**src/rtl/tmr_cc_pkg.sv**
```systemverilog
package tmr_cc_pkg;

  localparam int MODE_W = 4;

  typedef enum logic [1:0] {
    ACT_KEEP = 2'b00,
    ACT_LOW  = 2'b01,
    ACT_HIGH = 2'b10,
    ACT_FLIP = 2'b11
  } tmr_cc_act_e;

  typedef enum logic [1:0] {
    SRC_RISE = 2'b00,
    SRC_FALL = 2'b01,
    SRC_BOTH = 2'b10,
    SRC_NBR  = 2'b11
  } tmr_cc_src_e;

  typedef struct packed {
    logic        is_cap;
    logic        drive;
    logic        init_lvl;
    tmr_cc_act_e act;
    tmr_cc_src_e src;
  } tmr_cc_cfg_t;

  function automatic tmr_cc_cfg_t tmr_cc_decode(input logic [MODE_W-1:0] m);
    tmr_cc_cfg_t c;
    c.is_cap   = m[3];
    c.drive    = ~m[3] & (m[1:0] != 2'b00);
    c.init_lvl = m[2];
    c.act      = tmr_cc_act_e'(m[1:0]);
    if (m[3:2] == 2'b11)  c.src = SRC_NBR;
    else if (m[1])        c.src = SRC_BOTH;
    else if (m[0])        c.src = SRC_FALL;
    else                  c.src = SRC_RISE;
    return c;
  endfunction

endpackage

```
**src/rtl/tmr_cc_insync.sv**
```systemverilog
module tmr_cc_insync #(
  parameter int STAGES = 2
) (
  input  logic clk,
  input  logic rst_n,
  input  logic d_i,
  output logic rise_o,
  output logic fall_o
);

  logic [STAGES-1:0] chain_q;
  logic              prev_q;
  logic              sync_w;

  generate
    if (STAGES == 1) begin : g_single
      always_ff @(posedge clk or negedge rst_n) begin
        if (!rst_n) chain_q <= '0;
        else        chain_q <= d_i;
      end
    end else begin : g_chain
      always_ff @(posedge clk or negedge rst_n) begin
        if (!rst_n) chain_q <= '0;
        else        chain_q <= {chain_q[STAGES-2:0], d_i};
      end
    end
  endgenerate

  assign sync_w = chain_q[STAGES-1];

  always_ff @(posedge clk or negedge rst_n) begin
    if (!rst_n) prev_q <= 1'b0;
    else        prev_q <= sync_w;
  end

  assign rise_o = sync_w & ~prev_q;
  assign fall_o = ~sync_w & prev_q;

endmodule

```
**src/rtl/tmr_cc_ctl.sv**
```systemverilog
module tmr_cc_ctl
  import tmr_cc_pkg::*;
(
  input  logic              clk,
  input  logic              rst_n,
  input  logic              mode_we_i,
  input  logic [MODE_W-1:0] mode_wdata_i,
  output logic [MODE_W-1:0] mode_q_o,
  output tmr_cc_cfg_t       cfg_o,
  output tmr_cc_cfg_t       new_cfg_o,
  output logic              load_o
);

  logic [MODE_W-1:0] mode_q;

  always_ff @(posedge clk or negedge rst_n) begin
    if (!rst_n)         mode_q <= '0;
    else if (mode_we_i) mode_q <= mode_wdata_i;
  end

  assign mode_q_o  = mode_q;
  assign cfg_o     = tmr_cc_decode(mode_q);
  assign new_cfg_o = tmr_cc_decode(mode_wdata_i);
  assign load_o    = mode_we_i;

endmodule

```
**src/rtl/tmr_cc_trig.sv**
```systemverilog
module tmr_cc_trig
  import tmr_cc_pkg::*;
#(
  parameter int CNT_W = 16
) (
  input  logic             clk,
  input  logic             rst_n,
  input  tmr_cc_cfg_t      cfg_i,
  input  logic             buf_mode_i,
  input  logic             rise_i,
  input  logic             fall_i,
  input  logic             nbr_stb_i,
  input  logic             nbr_undiv_i,
  input  logic [CNT_W-1:0] cnt_i,
  input  logic [CNT_W-1:0] reg_i,
  output logic             cap_fire_o,
  output logic             cmp_fire_o
);

  logic eq_w;
  logic eq_q;
  logic edge_w;

  assign eq_w = (cnt_i == reg_i);

  // Reset to 1 so that a counter and register both at zero after reset
  // do not count as a fresh match.
  always_ff @(posedge clk or negedge rst_n) begin
    if (!rst_n) eq_q <= 1'b1;
    else        eq_q <= eq_w;
  end

  always_comb begin
    unique case (cfg_i.src)
      SRC_RISE: edge_w = rise_i;
      SRC_FALL: edge_w = fall_i;
      SRC_BOTH: edge_w = rise_i | fall_i;
      SRC_NBR:  edge_w = nbr_stb_i & ~nbr_undiv_i;
      default:  edge_w = 1'b0;
    endcase
  end

  assign cap_fire_o =  cfg_i.is_cap & ~buf_mode_i & edge_w;
  assign cmp_fire_o = ~cfg_i.is_cap & ~buf_mode_i & eq_w & ~eq_q;

endmodule

```
**src/rtl/tmr_cc_pinout.sv**
```systemverilog
module tmr_cc_pinout
  import tmr_cc_pkg::*;
(
  input  logic        clk,
  input  logic        rst_n,
  input  logic        load_i,
  input  tmr_cc_cfg_t new_cfg_i,
  input  tmr_cc_cfg_t cfg_i,
  input  logic        cmp_fire_i,
  output logic        pin_o,
  output logic        pin_oe_o
);

  logic pin_q;
  logic pin_nxt;

  always_comb begin
    pin_nxt = pin_q;
    if (load_i) begin
      pin_nxt = new_cfg_i.drive & new_cfg_i.init_lvl;
    end else if (cmp_fire_i && cfg_i.drive) begin
      unique case (cfg_i.act)
        ACT_LOW:  pin_nxt = 1'b0;
        ACT_HIGH: pin_nxt = 1'b1;
        ACT_FLIP: pin_nxt = ~pin_q;
        default:  pin_nxt = pin_q;
      endcase
    end
  end

  always_ff @(posedge clk or negedge rst_n) begin
    if (!rst_n) pin_q <= 1'b0;
    else        pin_q <= pin_nxt;
  end

  assign pin_o    = pin_q;
  assign pin_oe_o = cfg_i.drive;

endmodule

```
**src/rtl/tmr_cc_chan.sv**
```systemverilog
module tmr_cc_chan
  import tmr_cc_pkg::*;
#(
  parameter int CNT_W       = 16,
  parameter int SYNC_STAGES = 2
) (
  input  logic              clk,
  input  logic              rst_n,
  input  logic [CNT_W-1:0]  cnt_i,
  input  logic              mode_we_i,
  input  logic [MODE_W-1:0] mode_wdata_i,
  input  logic              reg_wr_en_i,
  input  logic [CNT_W-1:0]  reg_wr_data_i,
  input  logic              buf_mode_i,
  input  logic              pin_i,
  input  logic              nbr_cnt_stb_i,
  input  logic              nbr_undiv_i,
  output logic              pin_o,
  output logic              pin_oe_o,
  output logic [CNT_W-1:0]  reg_o,
  output logic              evt_o
);

  logic [MODE_W-1:0] mode_q;
  tmr_cc_cfg_t       cfg;
  tmr_cc_cfg_t       new_cfg;
  logic              load;
  logic              rise;
  logic              fall;
  logic              cap_fire;
  logic              cmp_fire;
  logic [CNT_W-1:0]  reg_q;
  logic              evt_q;

  tmr_cc_ctl u_ctl (
    .clk          (clk),
    .rst_n        (rst_n),
    .mode_we_i    (mode_we_i),
    .mode_wdata_i (mode_wdata_i),
    .mode_q_o     (mode_q),
    .cfg_o        (cfg),
    .new_cfg_o    (new_cfg),
    .load_o       (load)
  );

  tmr_cc_insync #(.STAGES(SYNC_STAGES)) u_sync (
    .clk    (clk),
    .rst_n  (rst_n),
    .d_i    (pin_i),
    .rise_o (rise),
    .fall_o (fall)
  );

  tmr_cc_trig #(.CNT_W(CNT_W)) u_trig (
    .clk         (clk),
    .rst_n       (rst_n),
    .cfg_i       (cfg),
    .buf_mode_i  (buf_mode_i),
    .rise_i      (rise),
    .fall_i      (fall),
    .nbr_stb_i   (nbr_cnt_stb_i),
    .nbr_undiv_i (nbr_undiv_i),
    .cnt_i       (cnt_i),
    .reg_i       (reg_q),
    .cap_fire_o  (cap_fire),
    .cmp_fire_o  (cmp_fire)
  );

  tmr_cc_pinout u_pin (
    .clk        (clk),
    .rst_n      (rst_n),
    .load_i     (load),
    .new_cfg_i  (new_cfg),
    .cfg_i      (cfg),
    .cmp_fire_i (cmp_fire),
    .pin_o      (pin_o),
    .pin_oe_o   (pin_oe_o)
  );

  // Register: a bus write wins over a capture in the same cycle.
  always_ff @(posedge clk or negedge rst_n) begin
    if (!rst_n)           reg_q <= '0;
    else if (reg_wr_en_i) reg_q <= reg_wr_data_i;
    else if (cap_fire)    reg_q <= cnt_i;
  end

  always_ff @(posedge clk or negedge rst_n) begin
    if (!rst_n) evt_q <= 1'b0;
    else        evt_q <= cap_fire | cmp_fire;
  end

  assign reg_o = reg_q;
  assign evt_o = evt_q;

endmodule

```
**config.mk**
```make
export PLATFORM = sky130hd
export DESIGN_NAME = tmr_cc_chan
export DESIGN_NICKNAME = d
export VERILOG_FILES = /design/src/rtl/tmr_cc_pkg.sv /design/src/rtl/tmr_cc_insync.sv /design/src/rtl/tmr_cc_ctl.sv /design/src/rtl/tmr_cc_trig.sv /design/src/rtl/tmr_cc_pinout.sv /design/src/rtl/tmr_cc_chan.sv
export SDC_FILE = /design/constraint.sdc
export NUM_CORES = 1
export LEC_CHECK = 0
export ABC_CLOCK_PERIOD_IN_PS = 2400
export CORE_MARGIN = 8
export CORE_UTILIZATION = 42
export DETAILED_ROUTE_END_ITERATION = 10
export PLACE_DENSITY = 0.75
export RECOVER_POWER = 100
export SETUP_SLACK_MARGIN = 0.02
export SYNTH_ARGS = -nofsm -noshare
export SYNTH_HDL_FRONTEND = slang
export SYNTH_SLANG_ARGS = --single-unit
```
**constraint.sdc**
```tcl
create_clock -name clk -period 2.4 [get_ports clk]
set_input_delay 0.48 -clock clk [delete_from_list [all_inputs] [get_ports clk]]
set_output_delay 0.48 -clock clk [all_outputs]
set_load 0.005 [all_outputs]
```
==> summary.txt, run 1 <==
Die
  – Die span in x: 75.9 um
  – Chip height: 75.9 um
  – Full die area: 5770 um^2
  – Num ports: 63
  – CORE AREA: 3390 um^2
  – Initial Utilization: 44.5%
  – Core Rows: 21

Setup path
  – Arr. time, crit path: 2.45 ns
  – Slowest CP cell: dfrtp_2
  – CP cell instances: inv_1, ha_1, o32a_1, o221ai_4, buf_12, mux2_2, mux2_2
  – Crit Path Max Fanout: 17
  – CP startpoint kind: flop
  – CP Data Required Time: 2.62 ns
  – Most used cell along the critical path: mux2_2
  – Worst setup path class: reg2reg
  – Critical path's top delay family: multiplexers
  – Critical Path Sink Type: flop
  – Worst path max stage delay: 0.44 ns
  – WP buf/inv: 2

Routing
  – Iteration-0 DRC Markers: 17
  – DRC violations left: 0
  – Drt total wl: 3.74 mm
  – TritonRoute pass-1 iters: 4
  – Antenna-violating nets left: 0
  – Vias per cell: 4.97
  – Via count: 1,174
  – WL/cell: 15.9 um

Timing
  – Final Max Tran Viols: 0
  – Hold Vio Cnt, Final: 0
  – RSZ-0062 raised after global routing: false
  – Worst slew pin tran: 1.43 ns
  – Min Tclk post-route: 2.23 ns
  – Fmax: 0.449 GHz
  – Setup TNS: 0 ns
  – # setup viols final: 0
  – Final period util: 92.8%
  – Clock Skews: 0.00348 ns
  – Slew headroom: 4.55%

Placed design
  – GP Congestion: 0.859
  – Count of input and output buffers: 62
  – Placed Cells: 232
  – Hpwl dp: 3.07 mm

Clock network
  – CTS Buffer Depth: 2
  – Inserted Clock Buffers: 3
  – Cts repair resizes: 0
  – CTS Hold Bufs: 0
  – Sink Count: 26
  – Post CTS Setup Buffer Count: 0
  – CTS tree: done
  – Root buffer cell: clkbuf_4
  – Clock Latency Late Sink: 0.32 ns
  – Reg clk slew, reported paths: 0.14 ns
  – H-tree levels: 1

Global routing
  – Gr usage total: 14.0%
  – Vias in the first global route: 1,383
  – Grt total ovfl: 0
  – Initial antenna violation count: 0
  – First-pass GRT wire length: 6.69 mm
  – Largest net degree at the start of global routing: 27

Synth
  – Area contributors post-synth: dfrtp_1 41%, mux2_2 17%, xnor2_1 9.3%
  – Largest area contributor in the netlist: dfrtp_1
  – Most numerous cell in the Yosys netlist: dfrtp_1
  – Post-synth EDFFs: 0
  – #FFs+latches synth: 26
  – Ys Warns: 0
  – Post-synthesis sequential area ratio: 43.2%
  – Mapped Avg Cell Area: 12.2 um^2
  – Synth cell types: 29
  – Synth top area share: 41.5%
  – Synth Flop Type: dfrtp_1
  – Post-Syn Nets: 174
  – Mapped Cells: 124
  – Ys async rst share: 100%
  – Synth Cell Area: 1510 um^2
  – Synth top cells by count: 25 x dfrtp_1, 23 x mux2_2, 16 x xnor2_1

Layout
  – Final non-filler cell total: 236
  – # fillers: 269
  – Final net count: 241
  – Register Area: 653 um^2
  – N_diodes: 0
  – Area Growth Syn to Fin: 48.3%
  – Multi-input gate area: 820 um^2
  – Layout cell share with drive strength beyond 1: 17.4%

Run
  – Max-cap violation count: 0

Power
  – Pwr Density: 496 nW/um^2
  – Worst IR drop on VDD: 0.000346 V
  – Pleak: 0.899 nW

Hold path
  – Worst hold path class: reg2reg

Outcome
  – Status: finished clean
==> report_power, final <==
part / internal (W) / total, W / switching [W] / leakage [nW]
Sequential: 0.000485 / 0.000528 / 0.0000423 / 0.305
Clock: 0.0000927 / 0.000223 / 0.000131 / 0.0210
Combinational: 0.000235 / 0.000359 / 0.000124 / 0.573
Total: 0.000813 / 0.00111 / 0.000297 / 0.899
==> flip-flops by register name (all words and copies together), names as in the netlist <==
register and count:
reg_o 16, u_ctl.mode_q_o 4, u_sync.chain_q 2, evt_o 1, u_pin.pin_o 1, u_sync.prev_q 1, u_trig.eq_q 1
==> routing by layer <==
metal / GRT usage [%] / wire [um] / vias up
met1: 16.2 / 1630 / 552
met3: 4.36 / 257 / 4
met4: 4.90 / 46 / 0
li1: - / - / 574
met2: 23.6 / 1800 / 44
met5: 0 / 0 / -
==> logic make-up (layout without fill, tap and decap cells) <==
family / count (synthesis) / in the layout / synth area share, %
adder cells (fa/ha/maj): 6 / 6 / 4.97
AO/OA/AOI/OAI: 12 / 12 / 6.80
AND/OR/NAND/NOR: 22 / 22 / 7.88
XOR/XNOR: 16 / 16 / 9.29
buffers and inverters: 8 / 74 / 2.49
flip-flops: 26 / 26 / 43.2
multiplexers: 34 / 34 / 25.4
==> path summary, 6_finish.rpt <==
kind | startpoint | endpoint | slack (ns) | cells after the start
worst min register to register | u_sync.chain_q[0] | u_sync.chain_q[1] | 0.37 | 0
worst max-delay path | u_ctl.mode_q_o[1] | reg_o[14] | 0.17 | 7
worst max register to register | u_ctl.mode_q_o[1] | reg_o[14] | 0.17 | 7
min in group asynchronous | rst_n | u_sync.prev_q | 1.00 | 2
max in group asynchronous | rst_n | u_ctl.mode_q_o[1] | 0.47 | 2
worst min-delay path | u_sync.chain_q[0] | u_sync.chain_q[1] | 0.37 | 0
==> layout make-up <==
| cell class | instances | share of cell area, % |
|---|---|---|
| well taps | 46 | 2.57 |
| clock buffers | 4 | 1.62 |
| repair buffers | 66 | 29.3 |
| inverters | 4 | 0.671 |
| multi-input cells | 90 | 36.6 |
| flip-flops and latches | 26 | 29.2 |
==> through the flow <==
stage	total power, W	worst slack, ns	hold slack [ns]	area, um^2	utilization, %
2_1_floorplan	0.000710	0.199	0.184	1510	-
3_3_place_gp	0.000907	0.167	0.340	2210	65.1
3_5_place_dp	0.000919	0.125	0.341	2210	65.1
4_1_cts	0.00115	0.110	0.375	2240	66.2
5_1_grt	0.00119	0.0426	0.382	2240	66.0
6_report	0.00111	0.172	0.369	2240	66.0
==> layout by cell type (no fill, tap or decap), drive strengths merged, types with 2 or more instances in the layout <==
cell type      Yosys  routed
nor2b              5       5
nand4              4       4
inv                4       4
nor2               3       3
xnor2             16      16
clkdlybuf4s50      0      39
ha                 6       6
dfrtp             25      25
clkbuf             2       6
buf                2       2
dlygate4sd3        0      23
o21ai              3       3
mux2              34      34
nand2              4       4
nor4               2       2
Power figures use the tool's default switching activity.
==> inputs of run 2 (changes only) <==
CTS_CLUSTER_DIAMETER = 60   (was not set)
HOLD_SLACK_MARGIN = 0.06   (was not set)
==> results of run 2 <==
Same layout as run 1: the final DEF is identical, and so are final timing and power.
==> inputs of run 3 (changes only) <==
CTS_CLUSTER_DIAMETER = 80   (was 60)
==> results of run 3 <==
Same layout as run 1: the final DEF is identical, and so are final timing and power.
